`config.mk`:
```
export PLATFORM = sky130hd
export DESIGN_NAME = mem_req_arbiter
export DESIGN_NICKNAME = d
export VERILOG_FILES = /design/src/rtl/mem_arb_pkg.sv /design/src/rtl/arb_prio_pick.sv /design/src/rtl/arb_wr_buf.sv /design/src/rtl/mem_req_arbiter.sv
export SDC_FILE = /design/constraint.sdc
export NUM_CORES = 2
export LEC_CHECK = 0
export ABC_AREA = 1
export BUFFER_PORTS_ARGS = -buffer_cell sky130_fd_sc_hd__buf_2
export CAP_MARGIN = 0
export CELL_PAD_IN_SITES_DETAIL_PLACEMENT = 1
export CELL_PAD_IN_SITES_GLOBAL_PLACEMENT = 1
export CORE_MARGIN = 3
export CORE_UTILIZATION = 35
export CTS_CLUSTER_SIZE = 25
export DETAILED_ROUTE_END_ITERATION = 7
export PLACE_DENSITY = 0.72
export SLEW_MARGIN = 15
export SYNTH_ARGS = -nofsm -noshare
export SYNTH_HDL_FRONTEND = slang
export SYNTH_HIERARCHICAL = 1
export SYNTH_SLANG_ARGS = --single-unit
```
`constraint.sdc`:
```
create_clock -name clk_i -period 20.3 [get_ports clk_i]
set_clock_uncertainty 0.1 [all_clocks]
set_input_delay 0 -clock clk_i [delete_from_list [all_inputs] [get_ports clk_i]]
set_output_delay 0 -clock clk_i [all_outputs]
set_load 0.03 [all_outputs]
```
`src/rtl/mem_arb_pkg.sv`:
```
`timescale 1ns/1ps
package mem_arb_pkg;
  localparam int NPORT    = 7;
  localparam int PRIO_W   = 4;
  localparam int ADDR_W   = 32;
  localparam int DATA_W   = 64;
  localparam int WB_DEPTH = 5;
  localparam int LINE_B   = 32;
  localparam int LINE_LSB = $clog2(LINE_B);
endpackage

```
`src/rtl/arb_prio_pick.sv`:
```
`timescale 1ns/1ps
module arb_prio_pick #(
  parameter int N  = 7,
  parameter int PW = 4,
  parameter int IW = $clog2(N)
) (
  input  logic [N-1:0]         cand_i,
  input  logic [N-1:0][PW-1:0] prio_i,
  input  logic [IW-1:0]        ptr_i,
  output logic                 found_o,
  output logic [IW-1:0]        win_o
);
  logic [PW-1:0] top;
  logic          hit;
  int            idx;

  always_comb begin
    top     = '0;
    found_o = 1'b0;
    for (int i = 0; i < N; i++) begin
      if (cand_i[i] && (!found_o || prio_i[i] > top)) begin
        top     = prio_i[i];
        found_o = 1'b1;
      end
    end
    // rotating scan among the ports at the top value
    win_o = '0;
    hit   = 1'b0;
    idx   = 0;
    for (int k = 0; k < N; k++) begin
      idx = int'(ptr_i) + k;
      if (idx >= N) idx = idx - N;
      if (!hit && cand_i[idx] && prio_i[idx] == top) begin
        hit   = 1'b1;
        win_o = IW'(idx);
      end
    end
  end
endmodule

```
`src/rtl/arb_wr_buf.sv`:
```
`timescale 1ns/1ps
module arb_wr_buf #(
  parameter int DEPTH    = 5,
  parameter int AW       = 32,
  parameter int DW       = 64,
  parameter int IW       = 3,
  parameter int BEATS    = 4,
  parameter int LINE_LSB = 5,
  parameter int BTW      = $clog2(BEATS),
  parameter int DPW      = $clog2(DEPTH),
  parameter int BW       = DW / 8
) (
  input  logic                   clk_i,
  input  logic                   rst_ni,
  output logic                   full_o,
  input  logic                   fill_en_i,
  input  logic [BTW-1:0]         fill_beat_i,
  input  logic [DW-1:0]          fill_data_i,
  input  logic [BW-1:0]          fill_be_i,
  input  logic                   commit_i,
  input  logic [AW-1:0]          commit_addr_i,
  input  logic                   commit_long_i,
  input  logic [IW-1:0]          commit_port_i,
  input  logic [AW-LINE_LSB-1:0] hz_line_i,
  output logic                   hz_o,
  output logic                   out_valid_o,
  output logic [AW-1:0]          out_addr_o,
  output logic                   out_long_o,
  output logic [IW-1:0]          out_port_o,
  output logic [DW-1:0]          out_data_o,
  output logic [BW-1:0]          out_be_o,
  output logic                   out_last_o,
  input  logic                   out_ack_i
);
  logic [DEPTH-1:0][BEATS-1:0][DW-1:0] data_q;
  logic [DEPTH-1:0][BEATS-1:0][BW-1:0] be_q;
  logic [DEPTH-1:0][AW-1:0]            addr_q;
  logic [DEPTH-1:0][IW-1:0]            port_q;
  logic [DEPTH-1:0]                    long_q, vld_q, hit;
  logic [DPW-1:0]                      wp_q, rp_q;
  logic [DPW:0]                        cnt_q;
  logic [BTW-1:0]                      dbeat_q;
  logic                                pop;

  assign full_o      = cnt_q == (DPW+1)'(DEPTH);
  assign out_valid_o = cnt_q != '0;
  assign out_addr_o  = addr_q[rp_q];
  assign out_long_o  = long_q[rp_q];
  assign out_port_o  = port_q[rp_q];
  assign out_data_o  = data_q[rp_q][dbeat_q];
  assign out_be_o    = be_q[rp_q][dbeat_q];
  assign out_last_o  = dbeat_q == (long_q[rp_q] ? BTW'(BEATS-1) : BTW'(BEATS/2-1));
  assign pop         = out_ack_i && out_last_o;

  for (genvar i = 0; i < DEPTH; i++) begin : g_hz
    assign hit[i] = vld_q[i] && addr_q[i][AW-1:LINE_LSB] == hz_line_i;
  end
  assign hz_o = |hit;

  always_ff @(posedge clk_i) begin
    if (fill_en_i) begin
      data_q[wp_q][fill_beat_i] <= fill_data_i;
      be_q[wp_q][fill_beat_i]   <= fill_be_i;
    end
    if (commit_i) begin
      addr_q[wp_q] <= commit_addr_i;
      long_q[wp_q] <= commit_long_i;
      port_q[wp_q] <= commit_port_i;
    end
  end

  always_ff @(posedge clk_i or negedge rst_ni) begin
    if (!rst_ni) begin
      wp_q    <= '0;
      rp_q    <= '0;
      cnt_q   <= '0;
      dbeat_q <= '0;
      vld_q   <= '0;
    end else begin
      cnt_q <= cnt_q + (DPW+1)'(commit_i) - (DPW+1)'(pop);
      if (commit_i) begin
        vld_q[wp_q] <= 1'b1;
        wp_q        <= (wp_q == DPW'(DEPTH-1)) ? '0 : wp_q + 1'b1;
      end
      if (out_ack_i) dbeat_q <= out_last_o ? '0 : dbeat_q + 1'b1;
      if (pop) begin
        vld_q[rp_q] <= 1'b0;
        rp_q        <= (rp_q == DPW'(DEPTH-1)) ? '0 : rp_q + 1'b1;
      end
    end
  end
endmodule

```
`src/rtl/mem_req_arbiter.sv`:
```
`timescale 1ns/1ps
module mem_req_arbiter
  import mem_arb_pkg::*;
#(
  parameter int N        = NPORT,
  parameter int AW       = ADDR_W,
  parameter int DW       = DATA_W,
  parameter int PW       = PRIO_W,
  parameter int DEPTH    = WB_DEPTH,
  localparam int IW      = $clog2(N),
  localparam int BW      = DW / 8
) (
  input  logic                 clk_i,
  input  logic                 rst_ni,
  input  logic [N-1:0]         req_valid_i,
  output logic [N-1:0]         req_ready_o,
  input  logic [N-1:0]         req_write_i,
  input  logic [N-1:0]         req_long_i,
  input  logic [N-1:0][PW-1:0] req_prio_i,
  input  logic [N-1:0][AW-1:0] req_addr_i,
  input  logic [N-1:0][DW-1:0] req_wdata_i,
  input  logic [N-1:0][BW-1:0] req_be_i,
  output logic                 dn_valid_o,
  input  logic                 dn_ready_i,
  output logic                 dn_write_o,
  output logic                 dn_long_o,
  output logic [IW-1:0]        dn_port_o,
  output logic [AW-1:0]        dn_addr_o,
  output logic [DW-1:0]        dn_wdata_o,
  output logic [BW-1:0]        dn_be_o,
  output logic                 dn_last_o
);
  localparam int BEATS = LINE_B * 8 / DW;
  localparam int BTW   = $clog2(BEATS);

  logic           busy_q, gw_q, gl_q, lock_q;
  logic [IW-1:0]  gnt_q, ptr_q, win;
  logic [AW-1:0]  ga_q;
  logic [BTW-1:0] beat_q;
  logic [N-1:0]   cand;
  logic           found, wb_full, wb_hz, wb_valid, wb_last, wb_long;
  logic [AW-1:0]  wb_addr;
  logic [IW-1:0]  wb_port;
  logic [DW-1:0]  wb_data;
  logic [BW-1:0]  wb_be;
  logic           read_go, sel_read, drain_act, wr_hs, rd_hs, beat_last;

  for (genvar i = 0; i < N; i++) begin : g_port
    assign cand[i]        = req_valid_i[i] && !(req_write_i[i] && wb_full);
    assign req_ready_o[i] = busy_q && gnt_q == IW'(i) && (gw_q ? 1'b1 : rd_hs);
  end

  arb_prio_pick #(.N(N), .PW(PW), .IW(IW)) u_pick (
    .cand_i (cand),
    .prio_i (req_prio_i),
    .ptr_i  (ptr_q),
    .found_o(found),
    .win_o  (win)
  );

  assign read_go   = busy_q && !gw_q && req_valid_i[gnt_q] && !wb_hz;
  assign sel_read  = read_go && !lock_q;
  assign drain_act = !sel_read && wb_valid;
  assign rd_hs     = sel_read && dn_ready_i;
  assign wr_hs     = busy_q && gw_q && req_valid_i[gnt_q];
  assign beat_last = beat_q == (gl_q ? BTW'(BEATS-1) : BTW'(BEATS/2-1));

  arb_wr_buf #(
    .DEPTH(DEPTH), .AW(AW), .DW(DW), .IW(IW), .BEATS(BEATS), .LINE_LSB(LINE_LSB)
  ) u_wbuf (
    .clk_i        (clk_i),
    .rst_ni       (rst_ni),
    .full_o       (wb_full),
    .fill_en_i    (wr_hs),
    .fill_beat_i  (beat_q),
    .fill_data_i  (req_wdata_i[gnt_q]),
    .fill_be_i    (req_be_i[gnt_q]),
    .commit_i     (wr_hs && beat_last),
    .commit_addr_i(ga_q),
    .commit_long_i(gl_q),
    .commit_port_i(gnt_q),
    .hz_line_i    (ga_q[AW-1:LINE_LSB]),
    .hz_o         (wb_hz),
    .out_valid_o  (wb_valid),
    .out_addr_o   (wb_addr),
    .out_long_o   (wb_long),
    .out_port_o   (wb_port),
    .out_data_o   (wb_data),
    .out_be_o     (wb_be),
    .out_last_o   (wb_last),
    .out_ack_i    (drain_act && dn_ready_i)
  );

  assign dn_valid_o = sel_read || wb_valid;
  assign dn_write_o = !sel_read;
  assign dn_long_o  = sel_read ? gl_q  : wb_long;
  assign dn_port_o  = sel_read ? gnt_q : wb_port;
  assign dn_addr_o  = sel_read ? ga_q  : wb_addr;
  assign dn_wdata_o = sel_read ? '0    : wb_data;
  assign dn_be_o    = sel_read ? '0    : wb_be;
  assign dn_last_o  = sel_read ? 1'b1  : wb_last;

  always_ff @(posedge clk_i or negedge rst_ni) begin
    if (!rst_ni) begin
      busy_q <= 1'b0;
      gw_q   <= 1'b0;
      gl_q   <= 1'b0;
      gnt_q  <= '0;
      ptr_q  <= '0;
      ga_q   <= '0;
      beat_q <= '0;
      lock_q <= 1'b0;
    end else begin
      // a drain burst once offered keeps the channel until its last beat
      lock_q <= drain_act && !(dn_ready_i && wb_last);
      if (!busy_q) begin
        if (found) begin
          busy_q <= 1'b1;
          gnt_q  <= win;
          gw_q   <= req_write_i[win];
          gl_q   <= req_long_i[win];
          ga_q   <= req_addr_i[win];
          beat_q <= '0;
          ptr_q  <= (win == IW'(N-1)) ? '0 : win + 1'b1;
        end
      end else if (wr_hs) begin
        beat_q <= beat_q + 1'b1;
        if (beat_last) busy_q <= 1'b0;
      end else if (rd_hs) begin
        busy_q <= 1'b0;
      end
    end
  end
endmodule

```
======== Yosys cells after proc, flatten, opt, wreduce, memory -nomap -nowiden ========
Index checks and enable logic that the tools add are counted.
operators by class
  bitwise gates (word level) .............. 4
  $lt $le $gt $ge ......................... 29
  add/sub/neg operators ................... 20
  equality and inequality tests ........... 25
  reduce and logical (&&, ||, !) cells .... 105
  mux-type cells .......................... 146
operators with widths
  cell                                                                                  number
  1280-bit bitwise mux                                                                  1
  256-bit binary-select mux with 3-bit select                                           1
  256-bit demux with 3-bit select                                                       1
  256-bit two-way mux                                                                   2
  32-bit two-way mux                                                                    13
  160-bit bitwise mux                                                                   2
  32-bit binary-select mux with 3-bit select                                            3
  64-bit two-way mux                                                                    4
  32-bit by 5-bit less-than comparator with 1-bit output, second input constant         7
  64-bit binary-select mux with 3-bit select                                            1
  32-bit demux with 3-bit select                                                        2
  32-bit by 4-bit greater-or-equal comparator with 1-bit output, second input constant  6
  32-bit by 4-bit subtractor with 32-bit output, second input constant                  6
  27-bit equality test                                                                  5
  64-bit binary-select mux with 2-bit select                                            1
  64-bit demux with 2-bit select                                                        1
  4-bit binary-select mux with 3-bit select                                             7
  4-bit two-way mux                                                                     21
  1-bit logical AND                                                                     68
  1-bit two-way mux                                                                     41
  3-bit two-way mux                                                                     13
  1-bit binary-select mux with 3-bit select                                             11
  8-bit two-way mux                                                                     4
  4-bit equality test                                                                   7
  41 further kinds                                                                      101
word-level totals
  output and inout port bits .............. 118
  register bits ........................... 1,681

======== Depth between registers and ports, before layout ========
  depth after elaboration ................. 58
  depth in mapped cells ................... 93
  depth with buffers taken out ............ 90

======== Modules after synthesis ========
The synthesis kept the hierarchy.
by module, submodules not included
  module           cells an instance  sequential area each (sq um)  times used  area each (sq um)
  arb_wr_buf       5,218              49,072.1                      1           64,637.0
  mem_req_arbiter  1,627              1,101.1                       1           8,240.4
  arb_prio_pick    893                0.0                           1           4,785.8

======== Least setup slack after synthesis ========
No wires, ideal clock.
  kind .................................... reg-to-reg
  from .................................... register u_wbuf.cnt_q[3]
  to ...................................... register ga_q[16]
  slack ................................... 10,782 ps
  cell stages (with the launch flop) ...... 87
  arrival ................................. 9,280 ps
  library setup time ...................... 138 ps
  required time ........................... 20,062 ps
  cell sequence ........................... dfrtp_1 inv_1 ha_1 nand2_1 nor2_1 a21boi_0 buf_4 nand2_1 ha_1 nand2_1 nand2_1 nand2_1 nand2_1 nand2_1 nand2_2 nand2_2 nand2_1 and2_1 [... 51 more ...] nand3_1 nand2_1 nor2_4 nand3_4 nand3_1 nand2_1 nor2_1 nand2_1 nor2_1 nand3_1 buf_2 nand2_1 clkinv_1 clkbuf_1 a22oi_1 o21ai_0 nand2_1 o211ai_1
on the way
  longest elaborated chain between the ends .. 58
  elaborated cells on any way between the ends .. 123
ends and longest elaborated chain
  item                                                              RTL line                text
  start, declared                                                   arb_wr_buf.sv:41        logic [DPW:0] cnt_q;
  start signal, assigned                                            arb_wr_buf.sv:80        cnt_q <= cnt_q + (DPW+1)'(commit_i) - (DPW+1)'(pop);
  4-bit by 3-bit equality test with 1-bit output *                  arb_wr_buf.sv:45        assign full_o = cnt_q == (DPW+1)'(DEPTH);
  via wb_full                                                       mem_req_arbiter.sv:41   logic found, wb_full, wb_hz, wb_valid, wb_last, wb_long;
  1-bit logical AND *                                               mem_req_arbiter.sv:49   assign cand[i] = req_valid_i[i] && !(req_write_i[i] && wb_full);
  1-bit zero test *                                                 mem_req_arbiter.sv:49
  1-bit logical AND *                                               mem_req_arbiter.sv:49
  via cand[0]                                                       mem_req_arbiter.sv:40   logic [N-1:0] cand;
  4-bit two-way mux or 1-bit two-way mux (tied branches)            arb_prio_pick.sv:21     if (cand_i[i] && (!found_o || prio_i[i] > top)) begin
  4-bit greater-than comparator or 1-bit zero test (tied branches)  arb_prio_pick.sv:21
  [... 43 more ...]                                                 --
  1-bit logical AND (2 in a row)                                    arb_prio_pick.sv:33     if (!hit && cand_i[idx] && prio_i[idx] == top) begin
  1-bit two-way mux                                                 arb_prio_pick.sv:33
  1-bit zero test                                                   arb_prio_pick.sv:33
  1-bit logical AND (2 in a row)                                    arb_prio_pick.sv:33
  3-bit two-way mux *                                               arb_prio_pick.sv:33
  via win[1]                                                        mem_req_arbiter.sv:37   logic [IW-1:0] gnt_q, ptr_q, win;
  32-bit binary-select mux with 3-bit select *                      mem_req_arbiter.sv:122  ga_q <= req_addr_i[win];
  32-bit two-way mux (implied by the code) *                        mem_req_arbiter.sv:122
  end signal, assigned                                              mem_req_arbiter.sv:122
  end, declared                                                     mem_req_arbiter.sv:38   logic [AW-1:0] ga_q;
Mark *: on every way through the listed nets, which the timed path passes. The rest lies on a longest branch. The select of a mux whose other input is x is not followed.
A chain may end at the register's enable or synchronous reset.

======== Final worst setup path ========
  from .................................... register u_wbuf.cnt_q[3]
  to ...................................... register ga_q[12]
The elaborated chain is that of the path after synthesis.

==> results.yml <==
logic_synthesis:
  ys_ff_latch: 1681
  synthesis.nets: 8565
  yosys.area.top_type_share_pct: 62.6
  synthTopCellsByArea: "edfxtp_1 63%, nand2_1 14%, nor2_1 2.5%, nand4_1 2.2%, nand3_1 2.2%"
  muxShareOfSynthArea_pct: 0
  synthAdderAreaFrac_pct: 0.767
  postSynth.asyncResetShare_pct: 3.63
  syn_area_mm2: 0.0777
  yosys_most_used_dff: "edfxtp_1"
  synth_top_family_by_area: "simple AND/OR/NAND/NOR gates"
  synthSimpleGateAreaFrac_pct: 22.4
  synth_edf_count: 1620
  synthCells: 7738
  yosysWarnings: 6
  synth_compound_area_share_pct: 7.30
  synth.distinct_cells: 60
  syn_area_per_cell_um2: 10.0
  seq_area_frac_synth_pct: 64.6
  synth-xor-area-share_pct: 0.393
  synth_top_cell_by_area: "edfxtp_1"
sta:
  finalSetupViolCount: 0
  slew_headroom_pct: 20.2
  finalSetupTns_ns: 0
  hold_violations: 0
  tightest_slew_ns: 1.19
  finalCritPeriodShare_pct: 76.5
  drv_slew: 0
  fin_crit_ns: 15.54
  fmax_ghz: 0.0644
  rsz0062_at_grt: "false"
global_routing:
  grt_pass1_wl_mm: 509
  antenna_found_initial: 82
  grt_overflow: 0
  track_usage_pct: 30.9
  grt_pass1_vias: 69141
  grt_max_degree: 161
final_layout:
  syn2layout_area_growth_pct: 22.3
  instances_no_fill: 12047
  postLayoutCellArea_mm2: 0.0949
  post-route-util_pct: 43.1
  nNetsFinal: 9724
  num-fill-cells: 24804
  drive_gt1_share_pct: 17.0
drt:
  top_layer: "met5"
  viasPerCell: 5.62
  drc_errors: 0
  drt-initial-drc-count: 7405
  wl_per_cell_um: 30.2
  dr.pass1.iters: 6
  vias: 67722
  wl_met1_mm: 146
  wl_met2_mm: 169
  drt-total-wl_mm: 364
  wl_met3_mm: 29.0
  ant_nets: 0
setup_path:
  cp_common_cell: "nand2_1"
  cp-end-kind: "register"
  critPathSlowestCell: "nor2_1"
  timing.rr.start: "u_wbuf/cnt_q[3]"
  critPathMaxFanout: 48
  cp_data_required_time_ns: 20.94
  arrival_ns: 16.17
  slowest_delay_ns: 0.62
  r2r_cells: 86
  cp-start-kind: "register"
  critical_path_class: "register to register"
  r2r_slack_ns: 4.76
  timing.rr.end: "ga_q[12]"
clock_network:
  cts-root-buf: "clkbuf_16"
  tritoncts: "yes"
  post_cts_resized: 0
  cts.sinks: 1681
  numCtsBuffers: 173
  cts_buffer_depth: 3
  htreeDepth: 4
  clk_pin_slew_ns: 0.07
  clk_latency_ns: 0.82
placement:
  io_buffers: 897
  dp.cells: 11349
  hpwl_mm: 241
  gp_congestion: 1.04
  placed_area_mm2: 0.0859
power:
  p_leak_uw: 0.0369
  power_uw: 16900
  pwr_density_cell_mw_per_mm2: 178
  worst_ir_drop_vdd_mv: 0.175
status:
  status: "finished, final reports clean"
hold_path:
  hold_path.class: "primary input to register"
  min_to: "u_wbuf/be_q[133]"
  hold_depth: 3
  hold_path_startpoint: "req_be_i[13]"
floorplan:
  core_area_mm2: 0.220
  die_h_um: 477
  start_util_pct: 35.3
  die_area_mm2: 0.228
  io-pin-count: 898
  die_w_um: 477
  rows: 172
flow_run:
  maxCapViolCount: 0
-- flip-flops by register name, summed over array words and instances, names as in the netlist --
signal          flops
gnt_q               3
u_wbuf/dbeat_q      2
gl_q                1
u_wbuf/be_q       160
ga_q               32
u_wbuf/cnt_q        4
u_wbuf/rp_q         3
u_wbuf/wp_q         3
lock_q              1
u_wbuf/addr_q     160
u_wbuf/vld_q        5
u_wbuf/port_q      15
gw_q                1
u_wbuf/data_q    1280
u_wbuf/long_q       5
busy_q              1
ptr_q               3
beat_q              2
-- cell type report --
| cell class | count | area, um^2 | area share, % |
|---|---|---|---|
| multi-input combinational | 5234 | 24700 | 26.0 |
| sequential | 1681 | 50200 | 52.9 |
| clock buffer | 211 | 4510 | 4.75 |
| tap | 2958 | 3700 | 3.90 |
| inverter | 419 | 1620 | 1.71 |
| clock inverter | 112 | 1090 | 1.15 |
| antenna | 44 | 110 | 0.116 |
| timing repair buffer | 1388 | 9070 | 9.56 |
-- logic make-up (layout without fill, tap and decap cells) --
family	after synthesis	in the layout
simple gates	4232	4232
flops	1681	1681
compound gates	921	921
buf+inv	823	2130
fa+ha+maj	47	47
xor+xnor	34	34
other cells	0	44
-- how the worst max path moves through the flow --
stage	startpoint	endpoint	slack (ns)	cells after the start
global placement	u_wbuf/cnt_q[3]	ga_q[6]	6.96	83
CTS	u_wbuf/cnt_q[3]	ga_q[14]	5.17	86
floorplan	u_wbuf/cnt_q[3]	ga_q[16]	10.78	86
finish	u_wbuf/cnt_q[3]	ga_q[12]	4.76	86
detailed placement	u_wbuf/cnt_q[3]	ga_q[23]	6.69	83
global route	u_wbuf/cnt_q[3]	ga_q[12]	3.28	91
-- per-layer routing --
metal,GRT usage (%),up-vias
met2,49.5,3430
met3,4.95,714
met1,40.8,34556
li1,-,28994
met4,15.2,28
met5,0,-
-- cells in the final DEF, fill, tap and decap left out, types with 129 or more instances in the layout --
master,synthesis,routed
o211ai_1,129,129
edfxtp_1,1620,1620
buf_2,178,896
nand2_1,2985,2984
clkbuf_16,0,174
a21oi_1,199,199
nor2_1,519,490
o21ai_0,248,245
inv_1,345,345
dlygate4sd3_1,0,330
nand3_1,347,345
buf_4,17,157
nand4_1,279,279
-- cells in the mapped netlist (18+ instances only) --
library cell and count:
inv_1 345, buf_6 20, xnor2_1 23, buf_2 178, a22oi_1 117, a31oi_1 77
nor3_1 19, edfxtp_1 1620, nand2_2 18, nand3_1 347, nand4_1 279, inv_2 64
a21oi_1 199, clkbuf_1 147, nor2_1 519, o21ai_0 248, o21ai_1 48, dfrtp_1 61
o211ai_1 129, ha_1 46, nand2_1 2985, nand3b_1 22, buf_1 42
-- stage by stage --
step           hold slack (ns)  worst slack (ns)
2_1_floorplan           -0.396             10.78
3_3_place_gp            0.0966              6.96
3_5_place_dp            0.0998              6.69
4_1_cts                0.00203              5.17
5_1_grt                 0.0398              3.28
6_report                0.0554              4.76
-- where the power goes --
group	internal [uW]	total, uW	switching [uW]
sequential	4580	4840	258
clock	1750	3170	1420
combinational	2480	8890	6410
-- worst max-delay path, delay by kind of cell (launching register included) --
| kind | cells | cell delay, ns |
|---|---|---|
| AO/OA/AOI/OAI | 15 | 1.85 |
| AND/OR/NAND/NOR | 47 | 6.21 |
| adder cells (fa/ha/maj) | 7 | 1.83 |
| buffers and inverters | 17 | 4.97 |
| flip-flops | 1 | 0.37 |
-- repair_timing --
action                    in CTS  in global routing
setup buffers                  0                  0
hold endpoints to repair    1550                  0
hold buffers                 331                  0
Note: power is estimated with default switching activity, not from simulation.
